===== config.mk =====
export PLATFORM = sky130hd
export DESIGN_NAME = prescaled_timer
export DESIGN_NICKNAME = d
export VERILOG_FILES = /design/src/rtl/tmr_pkg.sv /design/src/rtl/tmr_presc.sv /design/src/rtl/tmr_flags.sv /design/src/rtl/prescaled_timer.sv
export SDC_FILE = /design/constraint.sdc
export NUM_CORES = 1
export LEC_CHECK = 0
export BUFFER_PORTS_ARGS = -buffer_cell sky130_fd_sc_hd__buf_2
export CAP_MARGIN = 30
export CORE_MARGIN = 5
export CORE_UTILIZATION = 55
export DETAILED_ROUTE_END_ITERATION = 10
export PLACE_DENSITY = 0.76
export SKIP_CTS_REPAIR_TIMING = 1
export SKIP_LAST_GASP = 1
export SLEW_MARGIN = 30
export SYNTH_ARGS = -nofsm -noshare
export SYNTH_HDL_FRONTEND = slang
export SYNTH_SLANG_ARGS = --single-unit

===== constraint.sdc =====
create_clock -name clk -period 2.5 [get_ports clk]
set_input_delay 0.125 -clock clk [delete_from_list [all_inputs] [get_ports clk]]
set_output_delay 0.125 -clock clk [all_outputs]
set_load 0.01 [all_outputs]

===== src/rtl/tmr_pkg.sv =====
package tmr_pkg;
    localparam int BYTE_W  = 8;
    localparam int N_CH    = 8;
    localparam int CNT_W   = 16;
    localparam int SEL_W   = 3;
    localparam int PH_W    = (1 << SEL_W) - 1;
    localparam int CH_IDX_W = $clog2(N_CH);

    localparam logic [7:0] ADR_CTRL = 8'h00;
    localparam logic [7:0] ADR_EN   = 8'h01;
    localparam logic [7:0] ADR_FLAG = 8'h02;
    localparam logic [7:0] ADR_CNTH = 8'h04;
    localparam logic [7:0] ADR_CNTL = 8'h05;
    localparam logic [3:0] WIN_HI   = 4'h1;

    localparam int CTRL_FAST = 4;
    localparam int CTRL_PAIR = 5;
endpackage


===== src/rtl/tmr_presc.sv =====
module tmr_presc
    import tmr_pkg::*;
(
    input  logic             clk,
    input  logic             rst_n,
    input  logic             sel_wr,
    input  logic [SEL_W-1:0] sel_in,
    output logic [SEL_W-1:0] sel_pend,
    output logic             tick
);
    typedef struct packed {
        logic [PH_W-1:0]  ph;
        logic [SEL_W-1:0] pend;
        logic [SEL_W-1:0] act;
    } presc_t;

    presc_t st_q, st_d;
    logic             at_zero;
    logic [SEL_W-1:0] sel_eff;
    logic [PH_W-1:0]  mask;

    always_comb begin
        st_d    = st_q;
        at_zero = (st_q.ph == '0);
        sel_eff = at_zero ? st_q.pend : st_q.act;
        mask    = {PH_W{1'b1}} >> (PH_W - int'(sel_eff));
        tick    = ((st_q.ph & mask) == mask);
        st_d.ph = st_q.ph + 1'b1;
        if (at_zero) st_d.act = st_q.pend;
        if (sel_wr)  st_d.pend = sel_in;
    end

    always_ff @(posedge clk) begin
        if (!rst_n) st_q <= '0;
        else        st_q <= st_d;
    end

    assign sel_pend = st_q.pend;

    assert_sel_defer_R3: assert property (@(posedge clk) disable iff (!rst_n)
        (st_q.ph != '0) |=> (st_q.act == $past(st_q.act)));
endmodule


===== src/rtl/tmr_flags.sv =====
module tmr_flags
    import tmr_pkg::*;
(
    input  logic            clk,
    input  logic            rst_n,
    input  logic [N_CH-1:0] evt,
    input  logic            pair,
    input  logic [N_CH-1:0] clr,
    output logic [N_CH-1:0] flags
);
    typedef struct packed {
        logic [N_CH-1:0] flag;
        logic [N_CH-1:0] half;
    } flg_t;

    flg_t st_q, st_d;
    logic [N_CH-1:0] set;

    always_comb begin
        st_d      = st_q;
        set       = pair ? (evt & st_q.half) : evt;
        st_d.half = pair ? (st_q.half ^ evt) : '0;
        st_d.flag = (st_q.flag & ~clr) | set;
    end

    always_ff @(posedge clk) begin
        if (!rst_n) st_q <= '0;
        else        st_q <= st_d;
    end

    assign flags = st_q.flag;

    assert_rise_cause_R5: assert property (@(posedge clk) disable iff (!rst_n)
        1'b1 |=> ((st_q.flag & ~$past(st_q.flag) & ~$past(evt)) == '0));
    assert_single_set_R5: assert property (@(posedge clk) disable iff (!rst_n)
        !pair |=> ((st_q.flag & $past(evt)) == $past(evt)));
    assert_clear_R6: assert property (@(posedge clk) disable iff (!rst_n)
        1'b1 |=> ((st_q.flag & $past(clr & ~evt)) == '0));
endmodule


===== src/rtl/prescaled_timer.sv =====
module prescaled_timer
    import tmr_pkg::*;
(
    input  logic        clk,
    input  logic        rst_n,
    input  logic        bus_sel,
    input  logic        bus_wr,
    input  logic [7:0]  bus_addr,
    input  logic [7:0]  bus_wdata,
    output logic [7:0]  bus_rdata,
    input  logic [7:0]  chan_evt,
    output logic        irq
);
    typedef struct packed {
        logic [N_CH-1:0]   en;
        logic              fast;
        logic              pair;
        logic [CNT_W-1:0]  cnt;
        logic [BYTE_W-1:0] lo_hold;
    } top_t;

    top_t st_q, st_d;
    logic             wr_acc, rd_acc, in_win, tick;
    logic [SEL_W-1:0] sel_pend;
    logic [N_CH-1:0]  flags, clr, fast_clr;
    logic [CH_IDX_W-1:0] ch;

    tmr_presc u_presc (
        .clk(clk), .rst_n(rst_n),
        .sel_wr(wr_acc && bus_addr == ADR_CTRL),
        .sel_in(bus_wdata[SEL_W-1:0]),
        .sel_pend(sel_pend), .tick(tick)
    );

    tmr_flags u_flags (
        .clk(clk), .rst_n(rst_n), .evt(chan_evt),
        .pair(st_q.pair), .clr(clr), .flags(flags)
    );

    always_comb begin
        st_d     = st_q;
        wr_acc   = bus_sel && bus_wr;
        rd_acc   = bus_sel && !bus_wr;
        in_win   = (bus_addr[7:4] == WIN_HI);
        ch       = bus_addr[CH_IDX_W:1];
        fast_clr = (st_q.fast && bus_sel && in_win) ? (N_CH'(1) << ch) : '0;
        clr      = fast_clr | ((wr_acc && bus_addr == ADR_FLAG) ? bus_wdata : '0);
        if (tick) st_d.cnt = st_q.cnt + 1'b1;
        if (wr_acc && bus_addr == ADR_CTRL) begin
            st_d.fast = bus_wdata[CTRL_FAST];
            st_d.pair = bus_wdata[CTRL_PAIR];
        end
        if (wr_acc && bus_addr == ADR_EN) st_d.en = bus_wdata;
        if (rd_acc && bus_addr == ADR_CNTH) st_d.lo_hold = st_q.cnt[BYTE_W-1:0];
        bus_rdata = '0;
        if (rd_acc) begin
            case (bus_addr)
                ADR_CTRL: bus_rdata = {2'b00, st_q.pair, st_q.fast, 1'b0, sel_pend};
                ADR_EN:   bus_rdata = st_q.en;
                ADR_FLAG: bus_rdata = flags;
                ADR_CNTH: bus_rdata = st_q.cnt[CNT_W-1:BYTE_W];
                ADR_CNTL: bus_rdata = st_q.lo_hold;
                default:  bus_rdata = '0;
            endcase
        end
        irq = |(flags & st_q.en);
    end

    always_ff @(posedge clk) begin
        if (!rst_n) st_q <= '0;
        else        st_q <= st_d;
    end

    assert_cnt_step_R2: assert property (@(posedge clk) disable iff (!rst_n)
        tick |=> (st_q.cnt == $past(st_q.cnt) + 1'b1));
    assert_cnt_hold_R2: assert property (@(posedge clk) disable iff (!rst_n)
        !tick |=> $stable(st_q.cnt));
    assert_fast_off_R7: assert property (@(posedge clk) disable iff (!rst_n)
        (!st_q.fast && bus_sel && in_win) |-> (fast_clr == '0));
endmodule


# --- Word-level counts from Yosys, hierarchy flattened ---
# Cells that the tools add are included.
totals:
  register_bits: 63
  word_cells: 48
  output_inout_bits: 9
  in_bits: 28
op_classes:
  n_bitwise: 8
  n_eq_ne: 6
  shifts: 2
  add_sub_neg: 3
  n_reduce_logical: 13
  n_mux: 6
op_table:
  columns: ["cell", "count"]
  rows:
  - ["$pmux W8 S5", 1]
  - ["$mux W8", 4]
  - ["$shr A7 B32 Y7 const A", 1]
  - ["$and A8 B8 Y8", 3]
  - ["$add A16 B1 Y16 const B", 1]
  - ["$eq A8 B3 Y1 const B", 2]
  - ["$or A8 B8 Y8", 2]
  - ["$eq A8 B1 Y1 const B", 1]
  - ["$eq A8 B2 Y1 const B", 1]
  - ["$logic_and A1 B1 Y1", 8]
  - ["$logic_not A8 Y1", 1]
  - ["$not A8 Y8", 1]
  - ["$reduce_or A8 Y1", 1]
  - ["$shl A1 B3 Y8 const A", 1]
  - ["$xor A8 B8 Y8", 1]
  - ["$add A7 B1 Y7 const B", 1]
  - ["$and A7 B7 Y7", 1]
  - ["$eq A7 B7 Y1", 1]
  - ["$logic_not A7 Y1", 1]
  - ["$eq A4 B1 Y1 const B", 1]
  - ["$sub A3 B3 Y4 const A", 1]
  - ["$mux W3", 1]
  - ["$reduce_and A2 Y1", 1]
  - ["$logic_not A1 Y1", 1]

# --- Logic depth before layout (Yosys ltp) ---
# Gate-level depths: netlist (run 1).
depth:
  word_depth: 7
  ltp_mapped: 10

# --- By module ---
# From an unflattened synthesis (run 1), not the netlist that was laid out.
unflattened:
  cells_unflattened: 384
  area_unflattened_um2: 3530.9
by_module_without_submodules:
  columns: ["module", "area_each_um2", "n_inst", "cells_each"]
  rows:
  - ["prescaled_timer", 2059.5, 1, 238]
  - ["tmr_flags", 762.0, 1, 67]
  - ["tmr_presc", 709.4, 1, 79]

# --- Worst setup path before layout (run 1) ---
# Ideal clock, no wire load.
synth_path:
  path_type: "register to register"
  from: "reg u_presc.st_q[6] (netlist bit)"
  to: "reg st_q[23] (netlist bit)"
  path_slack_ns: 0.325
  synth_period_minus_slack_ns: 2.175
  stages_incl_launch_ff: 10
  setup_ns: 0.071
  arrival_time_ns: 2.105
  required_ns: 2.429
  cell_sequence: "dfxtp_1 -> inv_1 -> ha_1 -> nor2b_1 -> nand2_2 -> or3_4 -> o211ai_4 -> nand2_4 -> or4_1 -> a21oi_1"
synth_between:
  elab_chain_cells: 6
synth_rtl:
  columns: ["item", "line", "text"]
  rows:
  - ["start: declaration", "tmr_presc.sv:17", "presc_t st_q, st_d;"]
  - ["start signal: assignment", "tmr_presc.sv:35", "else st_q <= st_d;"]
  - ["$logic_not A7 Y1", "tmr_presc.sv:24", "at_zero = (st_q.ph == '0);"]
  - ["$mux W3", "tmr_presc.sv:25", "sel_eff = at_zero ? st_q.pend : st_q.act;"]
  - ["$sub A3 B3 Y4", "tmr_presc.sv:26", "mask = {PH_W{1'b1}} >> (PH_W - int'(sel_eff));"]
  - ["$shr A7 B32 Y7", "tmr_presc.sv:26", null]
  - ["$and A7 B7 Y7", "tmr_presc.sv:27", "tick = ((st_q.ph & mask) == mask);"]
  - ["$eq A7 B7 Y1 *", "tmr_presc.sv:27", null]
  - ["end signal: assignment", "prescaled_timer.sv:71", "else st_q <= st_d;"]
  - ["end: declaration", "prescaled_timer.sv:22", "top_t st_q, st_d;"]
# Mark *: on every way between the ends. The rest lies on a longest branch, timed or not.
# A chain may end at the register's enable or synchronous reset.

# --- Worst setup path after layout (run 1) ---
layout_path:
  from: "reg u_presc.st_q[6] (netlist bit)"
  to: "reg st_q[21] (netlist bit)"
# The elaborated chain is that of the path after synthesis.

==> results of run 1 <==
[layout make-up]
| cell class | instances | share of cell area, % |
|---|---|---|
| clock buffers | 12 | 4.03 |
| flip-flops and latches | 63 | 35.0 |
| well taps | 72 | 2.50 |
| clock inverters | 4 | 1.25 |
| inverters | 8 | 0.833 |
| multi-input cells | 258 | 48.5 |
| repair buffers | 48 | 7.85 |
[power breakdown]
group	internal, W	leakage (nW)	switching, W
Combinational	0.0000975	0.815	0.000115
Clock	0.000484	0.100	0.000396
Sequential	0.00103	0.511	0.0000340
[registers in the layout (all words and copies together), names as in the netlist]
register          count
u_presc.st_q         10
u_flags.flags         8
st_q                 34
u_flags.st_q          8
u_presc.sel_pend      3
[worst max-delay path, cell delays in order, from the launching register on]
cell and delay, ns:
dfxtp_1 0.34, inv_1 0.13, ha_1 0.16, nor2b_2 0.21, nand2_2 0.12, or3_4 0.36
o211ai_4 0.16, nand2_4 0.16, buf_4 0.17, o311ai_0 0.29, o41ai_1 0.12
[metal layers]
| metal | global-route usage (%) | vias to the layer above | routed length [um] |
|---|---|---|---|
| met5 | 0 | - | 0 |
| met4 | 10.6 | 0 | 216 |
| met3 | 4.08 | 18 | 527 |
| met2 | 34.7 | 125 | 3540 |
| met1 | 27.9 | 1320 | 3370 |
| li1 | - | 1355 | - |
[path summary, 6_finish.rpt]
kind                                        end  slack, ns  cells past startpoint
worst max register to register         st_q[21]       0.16                     10
worst min register to register  u_presc.st_q[6]       0.48                      1
worst max-delay path                   st_q[21]       0.16                     10
worst min-delay path                   st_q[30]       0.06                      3
[Yosys cell counts (2+ instances only)]
cell type / instances / area (um^2)
o311ai_0: 6 / 52.6
nand2b_1: 4 / 25.0
or3_1: 4 / 25.0
clkbuf_1: 9 / 33.8
nor2_1: 42 / 158
o21ai_0: 3 / 15.0
dfxtp_1: 63 / 1260
and4_1: 2 / 17.5
ha_1: 11 / 138
nor3_1: 3 / 15.0
o41ai_1: 2 / 17.5
or4_1: 2 / 15.0
xnor2_1: 4 / 35.0
nor2b_1: 2 / 12.5
a21oi_1: 20 / 100
nand4_1: 8 / 50.1
o31ai_1: 3 / 22.5
inv_1: 8 / 30.0
and2_1: 4 / 25.0
a31oi_1: 6 / 37.5
a22oi_1: 19 / 143
and3_1: 16 / 100
buf_2: 3 / 15.0
nand3_1: 15 / 75.1
o211ai_1: 3 / 22.5
nand2_1: 23 / 86.3
mux2i_1: 31 / 310
xor2_1: 7 / 61.3
[kinds of logic (layout without fill, tap and decap cells)]
kind of cell	count (synthesis)	in the layout
adders and majority gates	11	11
buffers and inverters	21	72
muxes	31	31
and+or+nand+nor	134	134
xor gates and xnor gates	11	11
DFF	63	63
AOI/OAI and AO/OA	71	71
[per-stage QoR]
stage / cell area [um^2] / power (W) / utilization [%] / worst slack [ns]
floorplan: 3090 / 0.00119 / - / 0.325
global placement: 3370 / 0.00126 / 61.5 / 0.148
detailed placement: 3370 / 0.00126 / 61.5 / 0.0376
CTS: 3560 / 0.00213 / 65.0 / 0.0261
global route: 3600 / 0.00223 / 65.8 / 0.0146
finish: 3600 / 0.00215 / 65.8 / 0.162
==> impl_results.md, run 1 <==
- Buffers on Ports: 36
- Final Non-Filler Cells: 465
- Most frequent cells in the layout: dfxtp_1 (63), nor2_1 (42), buf_2 (36), mux2i_1 (31), nand2_1 (23)
- Async S/R FF share, synth: 0%
- H-tree Lvls: 3
- Dpl cells: 443
- Clock Path Buffers: 2
- CP required: around 2.7 ns
- Largest family of logic cells by synthesized area: simple AND/OR/NAND/NOR gates
- Fillers: just under 500
- Vias in the first global route: 2,669
- Post-synth EDFFs: 0
- Pwr Density: 598 nW/um^2
- Total leakage power: 1.43 nW
- DIE AREA: just over 7000 um^2
- Via density: 6.06
- Worst skew pair latency: 0.34 ns
- Worst-path fanout max: 13
- Final Skew: 0.00990 ns
- Num CTS Buffers: 9
- Worst-margin pin slew: between 0.7 and 0.8 ns
- Detail Placement HPWL: around 5.5 mm
- Worst hold path type: primary input to register
- Die Wd: roughly 85 um
- Drt total wl: 7.65 mm
- Post-Synthesis Cell Area: 3090 um^2
- Yosys reg bits: 63
- Most common library cell in the layout ignoring fill and taps: dfxtp_1
- FF/Latch Area: 1260 um^2
- WP data arrival: ~2.6 ns
- RR Startpoint: u_presc.st_q[6]
- DRT iter0 DRCs: 208
- Final setup fails: 0
- CP Launch Point: u_presc.st_q[6]
- Pins Over Slew Limit: 0
- Area delta synth->final: 16.6%
- Initial Utilization: 56.5%
- Synth Area in Compound Gates: 16.1%
- Grt ovf: 0
- Fraction of the cycle the final worst path needs: about 94%
- Core Area: between 5000 and 6000 um^2
- Sequential fraction of the synthesis area: 40.8%
- CP Class: register to register
- Layout Nets: 427
- Die Y: 85.0 um
- Slew headroom: 51.9%
- F_max: 428 MHz
- Gate Count Post-Synth: roughly 340
- Crit end category: register
- Hold Startpoint: bus_wdata[4]
- Adder-cell share of the synthesized area: 4.45%
- Wire length of the first global-routing pass: 12.6 mm
- Area of the multi-input gates: about 1700 um^2
- Hold WS: 0.0594 ns
- Inserted Diodes: 0
- Share of post-route cells with drive strength above 1: 18.1%
- Avg Inst Size Synth: 9.04 um^2
- Residual DRC: 0
- CTS tree: built
- Mux share of post-synthesis cell area: 10.0%
- IO Pins: 37
- ANT nets after route: 0
- Setup TNS: 0 ns
- Largest net degree at the start of global routing: 38
- Syn Nets: 381
- CTS Sinks: 63
- Final Hold Vio Count: 0
- Ys Warns: 0
- Via count: 2,818
- DR WL/cell: 16.5 um
- Reg clk slew, reported paths: 0.07 ns
- Final GP Congestion: 0.881
- Unrepaired setup endpoints after global routing: false
- Ys flop type: dfxtp_1
- Max-Cap Viols: 0
- Netlist cell types: 47
- DRT Pass-1 Iters: 5
- Worst setup SP type: register
- Initial antenna violation count: 0
- Root buf cell: clkbuf_8
- Outcome: finished clean
- Simple-gate share of the synthesized area: 22.8%
- Xor/xnor share of the synthesized area: 3.12%
- Max VDD drop: 319 uV
- GRT Total Usage: 21.7%
- Core Rows: 27
- Final min period: 2.34 ns
(Power assumes the default switching activity.)
==> run 2: changes to the inputs <==
==> constraint.sdc (replaced) <==
create_clock -name clk -period 2.8 [get_ports clk]
set_input_delay 0.14 -clock clk [delete_from_list [all_inputs] [get_ports clk]]
set_output_delay 0.14 -clock clk [all_outputs]
set_load 0.01 [all_outputs]
==> impl_results.md, run 2 (synthesis gave the netlist of run 1 again) <==
- Slew headroom: 52.0% (was 51.9%)
- Worst hold path type: primary input to register (unchanged)
- Drt total wl: 7.51 mm (was 7.65 mm)
- Inserted Diodes: 0 (unchanged)
- CTS Sinks: 63 (unchanged)
- Share of post-route cells with drive strength above 1: 16.6% (was 18.1%)
- Root buf cell: clkbuf_8 (unchanged)
- Die Wd: 85.0 um (unchanged)
- Vias in the first global route: 2,688 (was 2,669)
- Die Y: 85.0 um (unchanged)
- Most frequent cells in the layout: dfxtp_1 (63), nor2_1 (42), buf_2 (36), mux2i_1 (31), nand2_1 (23) (unchanged)
- Final GP Congestion: 0.887 (was 0.881)
- Biggest regs: st_q: 34 flops, u_presc.st_q: 10 flops (unchanged)
- IO Pins: 37 (unchanged)
- Initial antenna violation count: 0 (unchanged)
- Layout Nets: 419 (was 427)
- Buffers on Ports: 36 (unchanged)
- Worst setup SP type: register (unchanged)
- Crit end category: register (unchanged)
- Fraction of the cycle the final worst path needs: 89.2% (was 93.5%)
- Reg clk slew, reported paths: 0.07 ns (about the same)
- Clock Path Buffers: 2 (unchanged)
- Most common library cell in the layout ignoring fill and taps: dfxtp_1 (unchanged)
- DR WL/cell: 16.4 um (was 16.5 um)
- CTS tree: built (unchanged)
- Worst-margin pin slew: 0.719 ns (was 0.721 ns)
- Final Skew: 0.0113 ns (was 0.00990 ns)
- Final Non-Filler Cells: 457 (was 465)
- Dpl cells: 441 (was 443)
- DIE AREA: 7220 um^2 (unchanged)
- Total leakage power: 1.41 nW (was 1.43 nW)
- Pre-CTS setup slack: 0.301 ns (was 0.0376 ns)
- Worst Slack Setup Final: 0.303 ns (was 0.162 ns)
- Initial Utilization: 56.5% (unchanged)
- GRT Total Usage: 21.8% (was 21.7%)
- Detail Placement HPWL: 5.42 mm (was 5.55 mm)
- Setup TNS: 0 ns (unchanged)
- Area delta synth->final: 16.3% (was 16.6%)
- Worst skew pair latency: 0.34 ns (about the same)
- ANT nets after route: 0 (unchanged)
- Residual DRC: 0 (unchanged)
- Fillers: 454 (was 484)
- H-tree Lvls: 3 (unchanged)
- CP required: 3.07 ns (was 2.71 ns)
- Max-Cap Viols: 0 (unchanged)
- Via density: 6.11 (was 6.06)
- WP data arrival: 2.77 ns (was 2.55 ns)
- Max VDD drop: 331 uV (was 319 uV)
- Wire length of the first global-routing pass: 12.8 mm (was 12.6 mm)
- Worst-path fanout max: 17 (was 13)
- Outcome: finished clean (unchanged)
- Final Hold Vio Count: 0 (unchanged)
- Pins Over Slew Limit: 0 (unchanged)
- DRT iter0 DRCs: 184 (was 208)
- F_max: 400 MHz (was 428 MHz)
- Most flops, register: st_q (unchanged)
- Unrepaired setup endpoints after global routing: false (unchanged)
- Final setup fails: 0 (unchanged)
- CP Class: register to register (unchanged)
- DRT Pass-1 Iters: 5 (unchanged)
- Core Rows: 27 (unchanged)
- Pwr Density: 586 nW/um^2 (was 598 nW/um^2)
- Via count: 2,794 (was 2,818)
- Largest register FFs: 34 (unchanged)
- Largest net degree at the start of global routing: 37 (was 38)
- Grt ovf: 0 (unchanged)
- Core Area: 5470 um^2 (unchanged)
- Num CTS Buffers: 9 (unchanged)
- Final min period: 2.50 ns (was 2.34 ns)
[run 2: cell types whose count changed in the layout (fill, tap and decap cells not counted), sizes merged]
cell and delta:
buf -8, bufinv +2, clkbuf -1, clkinv -1
[run 2: stage by stage]
step	utilization (%)	power, W	hold slack [ns]	cell area [um^2]
3_5_place_dp	61.0	0.00112	0.432	3340
4_1_cts	65.7	0.00212	0.0844	3590
6_report	65.7	0.00211	0.0875	3590
2_1_floorplan	-	0.00106	0.284	3090
5_1_grt	65.7	0.00220	0.0822	3590
3_3_place_gp	61.0	0.00112	0.424	3340
[run 2: path summary, 6_finish.rpt]
check	start	endpoint	slack (ns)	depth (start not counted)
setup / recovery	u_presc.st_q[6]	st_q[23]	0.30	9
hold / removal	bus_wdata[3]	st_q[29]	0.09	3
setup reg to reg	u_presc.st_q[6]	st_q[23]	0.30	9
hold reg to reg	u_presc.st_q[2]	u_presc.st_q[2]	0.46	2
[run 2: layer usage]
layer / up-vias / global-route usage, % / part of all wire (%) / routed length, um
met2: 127 / 35.1 / 47 / 3540
met1: 1310 / 27.9 / 43 / 3240
met4: 0 / 9.35 / 2.8 / 213
met5: - / 0 / 0 / 0
li1: 1339 / - / - / -
met3: 18 / 5.24 / 6.8 / 514
[run 2: layout make-up]
cell class	instances	area (um^2)	share of cell area [%]
inverters	8	30.0	0.836
flip-flops and latches	63	1260	35.1
clock buffers	11	151	4.21
clock inverters	5	104	2.89
well taps	72	90.1	2.51
repair buffers	40	210	5.85
multi-input cells	258	1750	48.6
[run 2: where the power goes]
group          switching [W]  internal (W)  leakage (nW)
sequential         0.0000326      0.000918         0.511
clock               0.000358      0.000640         0.130
combinational      0.0000963     0.0000602         0.770
[run 2: critical path: stages (launching register included)]
cell and delay, ns:
dfxtp_1 0.34, inv_1 0.13, ha_1 0.17, nor2b_1 0.29, nand2_2 0.15, or3_4 0.37
o211ai_4 0.16, nand2_4 0.19, or4_1 0.49, a21oi_1 0.14
